## config.mk

```make
export PLATFORM = sky130hd
export DESIGN_NAME = rx_ep_buffer
export DESIGN_NICKNAME = d
export VERILOG_FILES = /design/src/rtl/rxb_pkg.sv /design/src/rtl/rxb_bank_ram.sv /design/src/rtl/rxb_rd_sel.sv /design/src/rtl/rx_ep_buffer.sv
export SDC_FILE = /design/constraint.sdc
export NUM_CORES = 1
export LEC_CHECK = 0
export BUFFER_PORTS_ARGS = -buffer_cell sky130_fd_sc_hd__buf_4
export CORE_MARGIN = 3
export CORE_UTILIZATION = 27
export DETAILED_ROUTE_END_ITERATION = 8
export PLACE_DENSITY = 0.39
export SLEW_MARGIN = 40
export SYNTH_ARGS = -nofsm -noshare
export SYNTH_HDL_FRONTEND = slang
export SYNTH_SLANG_ARGS = --single-unit
export TNS_END_PERCENT = 5
```

## constraint.sdc

```tcl
create_clock -name clk -period 4.8 [get_ports clk]
set_input_delay 0.72 -clock clk [delete_from_list [all_inputs] [get_ports clk]]
set_output_delay 0.72 -clock clk [all_outputs]
set_load 0.1 [all_outputs]
```

## src/rtl/rxb_pkg.sv

```systemverilog
package rxb_pkg;
    localparam int NBANK = 2;
    localparam int BSEL_W = 1;
endpackage

```

## src/rtl/rxb_bank_ram.sv

```systemverilog
module rxb_bank_ram #(
    parameter int DEPTH = 64,
    parameter int DW    = 8,
    localparam int AW   = $clog2(DEPTH)
) (
    input  logic          clk,
    input  logic          wr_en,
    input  logic [AW-1:0] wr_addr,
    input  logic [DW-1:0] wr_data,
    input  logic [AW-1:0] rd_addr,
    output logic [DW-1:0] rd_data
);
    logic [DW-1:0] store [DEPTH];

    always_ff @(posedge clk) begin
        if (wr_en) begin
            store[wr_addr] <= wr_data;
        end
    end

    assign rd_data = store[rd_addr];
endmodule

```

## src/rtl/rxb_rd_sel.sv

```systemverilog
module rxb_rd_sel #(
    parameter int NB = 2,
    parameter int DW = 8,
    parameter int SW = 1
) (
    input  logic [NB-1:0][DW-1:0] bank_data,
    input  logic [SW-1:0]         sel,
    input  logic                  valid,
    output logic [DW-1:0]         rdata
);
    always_comb begin
        rdata = '0;
        if (valid) begin
            rdata = bank_data[sel];
        end
    end
endmodule

```

## src/rtl/rx_ep_buffer.sv

```systemverilog
module rx_ep_buffer
    import rxb_pkg::*;
#(
    parameter int DEPTH = 64,
    parameter int DW    = 8,
    localparam int CW   = $clog2(DEPTH + 1)
) (
    input  logic          clk,
    input  logic          rst_n,
    input  logic          cfg_two_bank,
    input  logic          sie_byte_vld,
    input  logic [DW-1:0] sie_byte,
    input  logic          sie_eop,
    input  logic          sie_good,
    output logic          sie_nak,
    input  logic          cpu_rd,
    input  logic          cpu_clr_rxpkt,
    input  logic          cpu_clr_bankctl,
    output logic [DW-1:0] cpu_rdata,
    output logic [CW-1:0] cpu_count,
    output logic          cpu_rdok,
    output logic          cpu_rxpkt,
    output logic          cpu_bankctl
);
    localparam int AW = $clog2(DEPTH);

    typedef struct packed {
        logic [BSEL_W-1:0]          fill_bk;
        logic [BSEL_W-1:0]          cpu_bk;
        logic [NBANK-1:0]           full;
        logic [NBANK-1:0][CW-1:0]   cnt;
        logic [CW-1:0]              wptr;
        logic                       in_pkt;
        logic                       drop;
        logic                       own;
        logic                       rxpkt;
        logic                       bankctl;
        logic [CW-1:0]              rptr;
    } ep_state_t;

    ep_state_t st_d, st_q;

    logic                   eff_drop;
    logic [CW-1:0]          wbase;
    logic                   wr_hit;
    logic [CW-1:0]          new_len;
    logic [BSEL_W-1:0]      next_bk;
    logic                   unread;
    logic [NBANK-1:0][DW-1:0] bank_rd;

    always_comb begin
        st_d     = st_q;
        eff_drop = st_q.in_pkt ? st_q.drop : st_q.full[st_q.fill_bk];
        wbase    = st_q.in_pkt ? st_q.wptr : '0;
        wr_hit   = sie_byte_vld && !eff_drop && (wbase < CW'(DEPTH));
        new_len  = wbase + CW'(wr_hit);
        next_bk  = cfg_two_bank ? ~st_q.cpu_bk : st_q.cpu_bk;
        unread   = st_q.own && (st_q.rptr != st_q.cnt[st_q.cpu_bk]);

        // serial side
        if (sie_eop) begin
            st_d.in_pkt = 1'b0;
            st_d.drop   = 1'b0;
            st_d.wptr   = '0;
            if (sie_good && !eff_drop) begin
                st_d.full[st_q.fill_bk] = 1'b1;
                st_d.cnt[st_q.fill_bk]  = new_len;
                if (cfg_two_bank) begin
                    st_d.fill_bk = ~st_q.fill_bk;
                end
            end
        end else if (sie_byte_vld) begin
            st_d.in_pkt = 1'b1;
            st_d.drop   = eff_drop;
            st_d.wptr   = new_len;
        end

        // CPU side
        if (cpu_clr_rxpkt) begin
            st_d.rxpkt = 1'b0;
        end
        if (st_q.own && cpu_clr_bankctl) begin
            st_d.full[st_q.cpu_bk] = 1'b0;
            st_d.cpu_bk  = next_bk;
            st_d.rptr    = '0;
            st_d.own     = 1'b0;
            st_d.rxpkt   = 1'b0;
            st_d.bankctl = 1'b0;
            if (cfg_two_bank && st_q.full[next_bk]) begin
                st_d.own     = 1'b1;
                st_d.rxpkt   = 1'b1;
                st_d.bankctl = 1'b1;
            end
        end else if (!st_q.own && st_q.full[st_q.cpu_bk]) begin
            st_d.own     = 1'b1;
            st_d.rxpkt   = 1'b1;
            st_d.bankctl = 1'b1;
            st_d.rptr    = '0;
        end else if (cpu_rd && unread) begin
            st_d.rptr = st_q.rptr + 1'b1;
        end
    end

    always_ff @(posedge clk) begin
        if (!rst_n) begin
            st_q <= '0;
        end else begin
            st_q <= st_d;
        end
    end

    for (genvar b = 0; b < NBANK; b++) begin : g_bank
        rxb_bank_ram #(.DEPTH(DEPTH), .DW(DW)) u_ram (
            .clk     (clk),
            .wr_en   (wr_hit && (st_q.fill_bk == BSEL_W'(b))),
            .wr_addr (wbase[AW-1:0]),
            .wr_data (sie_byte),
            .rd_addr (st_q.rptr[AW-1:0]),
            .rd_data (bank_rd[b])
        );
    end

    rxb_rd_sel #(.NB(NBANK), .DW(DW), .SW(BSEL_W)) u_rd_sel (
        .bank_data (bank_rd),
        .sel       (st_q.cpu_bk),
        .valid     (unread),
        .rdata     (cpu_rdata)
    );

    assign sie_nak     = eff_drop;
    assign cpu_count   = st_q.own ? (st_q.cnt[st_q.cpu_bk] - st_q.rptr) : '0;
    assign cpu_rdok    = unread;
    assign cpu_rxpkt   = st_q.rxpkt;
    assign cpu_bankctl = st_q.bankctl;
endmodule

```

==> results.md, run 1 <==
- Final setup vio count: 0
- Worst Path Required: 4.08 ns
- Slowest CP cell: nor2_1
- Endpoints failing hold: 0
- Row count: 144
- # fillers: approximately 15000
- Clock skew: ~0.033 ns
- Antenna viol nets, final: 0
- Synth Area in Simple Gates: 3.94%
- Top Usage Layer GRT: met2
- CTS tree: done
- CTS Hold Bufs: 0
- Per-cell routed wire length: between 20 and 30 um
- DRC Markers: 0
- WS Path Type: flip-flop to primary output
- DR vias/cell: 4.74
- Crit-path max FO: 40
- Tmin final: 4.73 ns
- Clock sinks: 1066
- Die H: 401 um
- Post-synth EDFFs: a little over 1000
- DP Worst Slack: about 0.64 ns
- Layout cell share with drive strength beyond 1: 23.8%
- Worst Setup End Kind: primary output
- Final Cycle Share: a little over nine tenths
- Mux cell area share after synthesis: 14.7%
- Crit path buf inv count: 3
- Core area: 154000 um^2
- Root buffer cell: clkbuf_16
- Die Footprint: 161000 um^2
- Synth Area in XOR/XNOR: less than 1%
- CTS H-tree lvls: 3
- Clk_lat worst skew: 0.72 ns
- Status: complete, no violations
- Num CTS Buffers: 117
- Grt met1 use: between 15 and 20%
- Post-Syn Area: 42100 um^2
- Overall Global Routing Usage: 14.7%
- Tightest Pin Transition: between 0.8 and 0.9 ns
- Mapped Nets: 2229
- Inst Count DP: about 4300
- Worst hold slack: between 0.2 and 0.25 ns
- Cells after Synth: roughly 2200
- Fmax: around 0.21 GHz
- Clock tree buffer depth: 3
- Gp weighted congestion: roughly 0.82
- Async set or reset register ratio after synthesis: 0%
- DRT Pass-1 Iters: 5
- Area growth syn-to-layout: 16.8%
- HP Class: input port to flip-flop
- Crit path launch type: flip-flop
- Slew Limit Fails: 0
- Vias in the first global route: 22400
- Predominant post-synthesis flop cell: edfxtp_1
- HPWL Detailed: ~76 mm
- Ranking of synthesized cells by area: edfxtp_1 (73%), mux4_2 (9.9%), mux2i_1 (4.3%)
- Maxcap violations: 0
- Syn_area_per_cell: roughly 19 um^2
- NumNets Final: 2367
- Crit path largest cell delay: 0.58 ns
- Leading area contributor after synthesis: edfxtp_1
- Cell chain of the critical path: buf_16 -> nor2_1 -> buf_4 -> a22oi_1 -> nand3_1 -> nand4_1 -> a221oi_2 -> o211ai_1 -> buf_4
- Met2 usage: roughly a quarter
- FF+latch count, synth: 1066
- Initial Utilization: about 27%
- Commonest non-fill, non-tap cells in the layout: edfxtp_1 (1024), mux4_2 (185), mux2i_1 (180)
- Cell family contributing the most delay on the critical path: simple AND/OR/NAND/NOR gates
- Unique cell type count in the Yosys netlist: 61
- Largest family of logic cells by synthesized area: multiplexers
- Grt total ovfl: 0
- Compound-cell area share of the yosys netlist: 3.85%
- Unrepaired setup endpoints after global routing: true
- Max-slew headroom at the worst pin: 41.7%
- CP dominant cell by count: buf_4
- Drt initial violations: 1711
- DIE WIDTH: 401 um
- Initial antenna violation count: 2
- Finished Layout Cells: between 4000 and 5000
- Via count: between 20000 and 25000
- LEAKAGE: between 10 and 15 nW
- Global-route wire length before repair: 170 mm
- I/O Pins: 36
- WL final: 119 mm
- Sequential cell area fraction in the yosys report: 75.0%
- Synth Area in Adders: less than 1%
- Yosys warning total: 0
- Arr. time, crit path: 4.01 ns
- Worst setup margin: between 0.07 and 0.08 ns
- Power per cell area: 394 nW/um^2
- Grt met3 use: between 3 and 4%
- Largest net degree at the start of global routing: 80
- Share of the synthesized area in the top cell type: 73.0%
- Max IR drop VDD: 0.276 mV
- Post-Route Utilization: 31.9%
- Clk slew on worst S/H paths: 0.06 ns
- Port Buf Inserts: 35
- Commonest non-fill, non-tap cell in the layout: edfxtp_1
-- cells by family after synthesis --
| family | after synthesis |
|---|---|
| xor+xnor | 12 |
| flops | 1066 |
| buf+inv | 145 |
| fa+ha+maj | 10 |
| mux | 377 |
| compound gates | 229 |
| simple gates | 363 |
-- through the flow --
stage | TNS [ns] | area [um^2] | power (W)
2_1_floorplan | -0.209 | 42100 | 0.0106
3_3_place_gp | 0 | 45200 | 0.0109
3_5_place_dp | 0 | 45300 | 0.0109
4_1_cts | 0 | 49000 | 0.0196
5_1_grt | -0.0489 | 49200 | 0.0201
6_report | 0 | 49200 | 0.0194
-- state kept, by name, indices dropped and copies added (netlist names), named ones only --
signal	count
st_q	21
g_bank.u_ram.store	1024
cpu_rxpkt	1
-- cells in the mapped netlist, types with 8 or more instances --
cell type / n
buf_2: 54
mux2i_1: 180
a221oi_1: 23
nand4_1: 9
a21oi_1: 34
clkbuf_1: 39
and3_1: 10
o211ai_1: 13
mux4_2: 185
dfxtp_1: 42
nor2b_1: 18
nand3_1: 38
inv_1: 14
nand2_1: 59
o21ai_0: 29
buf_4: 18
nor2_1: 182
edfxtp_1: 1024
ha_1: 9
a22oi_1: 99
and2_1: 8
-- routing by layer --
layer,share of wire [%],vias to the layer above,wire length [um]
met2,49,456,57800
met3,5.0,150,5900
met4,2.1,0,2490
li1,-,9282,-
met1,44,11400,52900
met5,0,-,0
-- where the power goes --
part           internal, W  switching (W)
sequential          0.0102      0.0000140
clock              0.00498        0.00372
combinational     0.000107       0.000349
-- worst reg2reg max path: stages, from the launching register on --
cell and delay (ns):
dfxtp_1 0.58, inv_1 0.23, nor4b_1 0.32, buf_4 0.24
and3b_1 0.23, nand2_1 0.40, nor2_1 0.83
-- path summary, 6_finish.rpt --
path	from	to	slack (ns)	cells past startpoint
setup reg to reg	st_q[11]$_SDFFE_PP0P_	g_bank[1].u_ram.store[19][2]$_DFFE_PP_	1.56	6
setup / recovery	flip-flop	cpu_rdata[7]	0.07	9
hold reg to reg	flip-flop	flip-flop	0.47	2
hold / removal	cpu_clr_bankctl	st_q[33]$_SDFF_PN0_	0.23	2
-- final cells by class --
type | count | area, um^2 | area share (%)
Tap cell | 2044 | 2560 | 5.20
Clock buffer | 140 | 3040 | 6.17
Timing Repair Buffer | 148 | 1290 | 2.63
Antenna cell | 1 | 2.50 | 0.00509
Sequential cell | 1066 | 31600 | 64.3
Inverter | 16 | 60.1 | 0.122
Clock inverter | 75 | 684 | 1.39
Multi-Input combinational cell | 991 | 9950 | 20.2
-- repair_timing --
item	in CTS	in global routing
gates resized for setup	6	8
buffers inserted	0	0
endpoints found under the setup margin	7	8
(Power assumes the default switching activity.)
==> run 2, diff against run 1 <==
- CORE_MARGIN: 3 -> 4
- SYNTH_HIERARCHICAL: unset -> 1
==> run 2 against run 1 <==
Against the previous run:
- combinational power increased by 7.7%
- sequential share of layout area is 1.2 points lower
- via count rose by 0.59%
- clock power decreased by 0.6%
- critical path type unchanged
- register-to-register slack got worse by 0.56 ns
==> results.md, run 2 <==
- Initial Utilization: 27.3%
- Num CTS Buffers: about 120
- Unique cell type count in the Yosys netlist: 56
- Synth top cells by count: edfxtp_1 (1024), mux4_2 (252), nor2_1 (179), mux2i_1 (67), nand2_1 (61)
- Worst Path Required: 4.08 ns
- Syn_area_per_cell: approximately 20 um^2
- WS Path Type: flip-flop to primary output
- Status: complete, no violations
- Vias in the first global route: 22500
- Clk slew on worst S/H paths: 0.06 ns
- Design Area, Final: between 40000 and 50000 um^2
- Yosys warning total: 6
- FF+latch count, synth: 1060
- Finished Layout Cells: 4494
- CTS H-tree lvls: 3
- Crit-path max FO: 7
- Power per cell area: 387 nW/um^2
- Clock skew: 0.0233 ns
- Crit path launch type: flip-flop
- Fmax: 0.215 GHz
- Global-route wire length before repair: 169 mm
- Largest net degree at the start of global routing: 93
- Clock tree buffer depth: 3
- Unrepaired setup endpoints after global routing: false
- Maxcap violations: 0
- DRT Pass-1 Iters: 5
- DRC Markers: 0
- Arr. time, crit path: around 4 ns
- Share of the synthesized area in the top cell type: 72.9%
- Grt total ovfl: 0
- HPWL Detailed: 75.0 mm
- DR vias/cell: approximately 4.8
- Post-Syn Area: around 42000 um^2
- Mapped Nets: 2139
- Ranking of synthesized cells by area: edfxtp_1 (73%), mux4_2 (13%), dfxtp_1 (1.7%)
- Die H: 403 um
- Antenna viol nets, final: 0
- Row count: 144
- Per-cell routed wire length: 26.4 um
- DIE WIDTH: 403 um
- CTS tree: done
- Sequential cell area fraction in the yosys report: 74.6%
- Max-slew headroom at the worst pin: 40.7%
- Overall Global Routing Usage: 14.4%
- Max reg flops: 1024
- Root buffer cell: clkbuf_16
- Leading area contributor after synthesis: edfxtp_1
- Cells after Synth: 2111
- Slew Limit Fails: 0
- LEAKAGE: ~15 nW
- Async set or reset register ratio after synthesis: 0%
- Inst Count DP: 4273
- Most frequent cell after synthesis: edfxtp_1
- Post-synth EDFFs: ~1000
- Final Total Pwr: 0.0193 W
- Predominant post-synthesis flop cell: edfxtp_1
- Layout cell share with drive strength beyond 1: 30.0%
- Endpoints failing hold: 0
- Core area: approximately 150000 um^2
- I/O Pins: 36
- Final Cycle Share: 97.0%
- Die Footprint: 163000 um^2
- Port Buf Inserts: 35
- HP Class: input port to flip-flop
- Clock sinks: 1060
- WL final: 119 mm
- Top reg by flops: g_bank.u_ram/store
- Via count: between 20000 and 25000
- Commonest non-fill, non-tap cells in the layout: edfxtp_1 (1024), mux4_2 (252), buf_4 (216)
- Worst Setup End Kind: primary output
- Tightest Pin Transition: 0.887 ns
- Final setup vio count: 0
- Gp weighted congestion: 0.756
- Initial antenna violation count: 2
- Tmin final: roughly 4.7 ns
- Commonest non-fill, non-tap cell in the layout: edfxtp_1
- NumNets Final: 2383
- Area growth syn-to-layout: 18.3%
- Max IR drop VDD: between 0.2 and 0.25 mV
- Post-Route Utilization: 32.3%
- CTS Hold Bufs: 0
- Post-DP Area: 46100 um^2
- Drt initial violations: 1517
- Clk_lat worst skew: roughly 0.7 ns
==> run 2: area by class of cell <==
cell class / count / area, um^2
fill: 14900 / 105000
sequential: 1060 / 31500
multi-input combinational: 931 / 10100
clock buffer: 152 / 3110
tap: 2044 / 2560
timing repair buffer: 240 / 2060
clock inverter: 59 / 547
inverter: 7 / 26.3
antenna: 1 / 2.50
==> run 2: kinds of logic (layout without fill, tap and decap cells) <==
kind of cell | Yosys count | after routing | share of synthesized area [%]
and+or+nand+nor | 403 | 403 | 4.46
buffers and inverters | 120 | 458 | 1.68
other | 0 | 1 | 0
DFF | 1060 | 1060 | 74.6
adders and majority gates | 11 | 11 | 0.344
AOI/OAI and AO/OA | 152 | 152 | 2.70
muxes | 351 | 351 | 15.9
xor gates and xnor gates | 14 | 14 | 0.308
==> run 2: report_power, final <==
group	internal (W)	total [W]	switching, W
combinational	0.000139	0.000491	0.000352
sequential	0.0101	0.0102	0.0000169
clock	0.00506	0.00865	0.00359
total	0.0153	0.0193	0.00396
==> run 2: critical path, cell delays in order (launching register included) <==
cell,delay [ns]
dfxtp_4,0.47
buf_4,0.24
buf_4,0.19
mux4_2,0.49
mux2_2,0.27
o221a_2,0.30
nor3_1,0.32
o32ai_2,0.24
mux2i_2,0.33
nor2b_1,0.11
buf_4,0.25
==> run 2: routing by layer <==
layer,track usage [%],vias up,wire [um]
met3,2.83,154,5460
met1,19.4,11500,52500
li1,-,9191,-
met2,24.1,498,57800
met4,3.51,0,2790
met5,0,-,0
==> run 2: worst paths after layout <==
| check | from | end | slack [ns] | cells past startpoint |
|---|---|---|---|---|
| min reg2reg | flip-flop | flip-flop | 0.46 | 2 |
| max | st_q[0]$_SDFFE_PP0P_ | cpu_rdata[4] | 0.14 | 10 |
| max reg2reg | st_q[36]$_SDFFE_PN0P_ | g_bank[0].u_ram/store[62][3]$_DFFE_PP_ | 1.00 | 8 |
| min | cpu_clr_rxpkt | cpu_rxpkt$_SDFFE_PN0P_ | 0.30 | 3 |
==> run 2: per-stage QoR <==
step                      hold slack [ns]  setup WS, ns  TNS (ns)
after floorplan                     0.438         0.151         0
after global placement              0.450         0.418         0
after detailed placement            0.454         0.475         0
after CTS                           0.233       -0.0268   -0.0268
after global routing                0.277      0.000496         0
final                               0.301         0.143         0
==> run 2: what timing repair did <==
item	4_1_cts	5_1_grt
setup endpoints to repair	9	8
buffers inserted	5	3
pin swaps	0	0
gates cloned	0	0
resized for setup	8	6
==> run 3, diff against run 2 <==
- clock period: 4.8 -> 4.95 ns (I/O delays scaled with it)
==> run 3 against run 2 <==
Against the previous run:
- sequential share of layout area is 0.070 points lower
- critical endpoint is now cpu_rdata[7]
- cell area increased by 0.11%
- clock power is essentially flat
==> results.md, run 3 (synthesized netlist as in run 2, its figures left out) <==
- Die Footprint: 163000 um^2
- Layout cell share with drive strength beyond 1: 30.4%
- Die H: between 400 and 500 um
- Status: complete, no violations
- Initial antenna violation count: 3
- Final Cycle Share: between 90% and 100%
- DRC Markers: 0
- Worst setup margin: 0.157 ns
- Crit path launch type: flip-flop
- Unrepaired setup endpoints after global routing: true
- WL final: 117 mm
- Tightest Pin Transition: 0.844 ns
- Vias in the first global route: 22400
- Crit path largest cell delay: 0.52 ns
- Post-Route Utilization: 32.3%
- Final setup vio count: 0
- Initial Utilization: 27.3%
- Worst Setup End Kind: primary output
- Worst Path Required: 4.21 ns
- Flop pwr share: between 50% and 60%
- Tmin final: 4.79 ns
- I/O Pins: 36
- NumNets Final: 2366
- Antenna viol nets, final: 0
- Clk slew on worst S/H paths: 0.06 ns
- Max IR drop VDD: 0.254 mV
- Maxcap violations: 0
- CTS tree: done
- Post-DP Area: between 40000 and 50000 um^2
- Power per cell area: ~380 nW/um^2
- Overall Global Routing Usage: 14.3%
- Setup tns final: 0 ns
- Cell chain of the critical path: buf_4 -> buf_12 -> mux4_2 -> mux4_2 -> o21ai_0 -> nand2_1 -> mux2i_1 -> nor2b_1 -> buf_4
- Top reg by flops: g_bank.u_ram/store
- Root buffer cell: clkbuf_16
- NetSw: 0.00392 W
- Commonest non-fill, non-tap cell in the layout: edfxtp_1
- Clock share of power: 45.5%
- Internal power: between 0.015 and 0.02 W
- Crit path buf inv count: 3
- HPWL Detailed: approximately 74 mm
- Cell family contributing the most delay on the critical path: multiplexers
- Endpoints failing hold: 0
- Fmax: about 0.21 GHz
- LEAKAGE: 15.0 nW
- Clock tree buffer depth: 3
- Row count: 144
- DR vias/cell: about 4.8
- DRT Pass-1 Iters: 5
- Per-cell routed wire length: 26.0 um
- Core area: 155000 um^2
- Port Buf Inserts: 35
- Num CTS Buffers: approximately 120
- WS Path Type: flip-flop to primary output
- Clk_lat worst skew: around 0.7 ns
- Slowest CP cell: mux4_2
- Via count: approximately 21000
- HP Class: input port to flip-flop
- Max reg flops: 1024
- Switching part of the total: about a fifth
- Area growth syn-to-layout: 18.5%
- Clock sinks: 1060
- Drt initial violations: roughly 1600
- Logic pwr share: 2.5%
- CTS Hold Bufs: 0
- Global-route wire length before repair: 168 mm
- Largest net degree at the start of global routing: 87
- Slew Limit Fails: 0
- DIE WIDTH: 403 um
- Commonest non-fill, non-tap cells in the layout: edfxtp_1 (1024), mux4_2 (252), buf_4 (198)
- Crit-path max FO: 13
- Clock skew: 0.0312 ns
- Grt total ovfl: 0
- Design Area, Final: 50000 um^2
- Gp weighted congestion: 0.743
- Arr. time, crit path: 4.05 ns
- DP Worst Slack: 0.508 ns
- Max-slew headroom at the worst pin: 43.7%
- CTS H-tree lvls: 3
- Final Total Pwr: 0.0190 W
[run 3: worst paths after layout]
| path | startpoint | end | slack (ns) | depth (start not counted) |
|---|---|---|---|---|
| worst min-delay path | sie_byte[4] | g_bank[1].u_ram/store[0][4]$_DFFE_PP_ | 0.27 | 1 |
| worst max-delay path | st_q[0]$_SDFFE_PP0P_ | cpu_rdata[7] | 0.16 | 9 |
| worst min register to register | flip-flop | flip-flop | 0.46 | 2 |
| worst max register to register | st_q[36]$_SDFFE_PN0P_ | g_bank[0].u_ram/store[0][7]$_DFFE_PP_ | 1.19 | 8 |
[run 3: power groups by stage]
stage | registers (W) | logic, W | clock network, W
final | 0.00986 | 0.000476 | 0.00862
after global routing | 0.00985 | 0.000512 | 0.00927
after CTS | 0.00986 | 0.000486 | 0.00889
after detailed placement | 0.0100 | 0.000479 | 0
after global placement | 0.0100 | 0.000466 | 0
after floorplan | 0.0101 | 0.000198 | 0
[run 3: final cells by class]
cell class,count,area (um^2)
flip-flops and latches,1060,31500
clock inverters,70,779
clock buffers,146,2990
fillers,14800,105000
inverters,7,26.3
diodes,3,7.51
multi-input cells,931,10200
repair buffers,223,1920
well taps,2044,2560
[run 3: what timing repair did]
action	CTS	global route
buffers inserted	8	4
cloned	0	0
resized for setup	2	3
endpoints found under the setup margin	8	5
[run 3: routing by layer]
layer  vias to the layer above  global-route usage (%)  wire, um
met2                       504                    22.8     55000
met1                     11500                    19.9     53100
met3                       178                    2.70      5300
met5                         -                       0         0
li1                       9172                       -         -
met4                         0                    4.07      3260
[run 3: worst register-to-register path, stage by stage (launching register included)]
cell and delay (ns):
dfxtp_1 0.53, mux2i_1 0.27, o21a_1 0.22, and3_1 0.24
nor2b_1 0.52, nor2b_1 0.32, nand2_1 0.49, nor2_1 0.62
buf_4 0.27
[run 3: per-stage QoR]
step	cells	hold slack, ns
finish	4484	0.266
global route	4481	0.217
CTS	4475	0.208
detailed placement	4251	0.455
global placement	4251	0.450
floorplan	2111	0.438
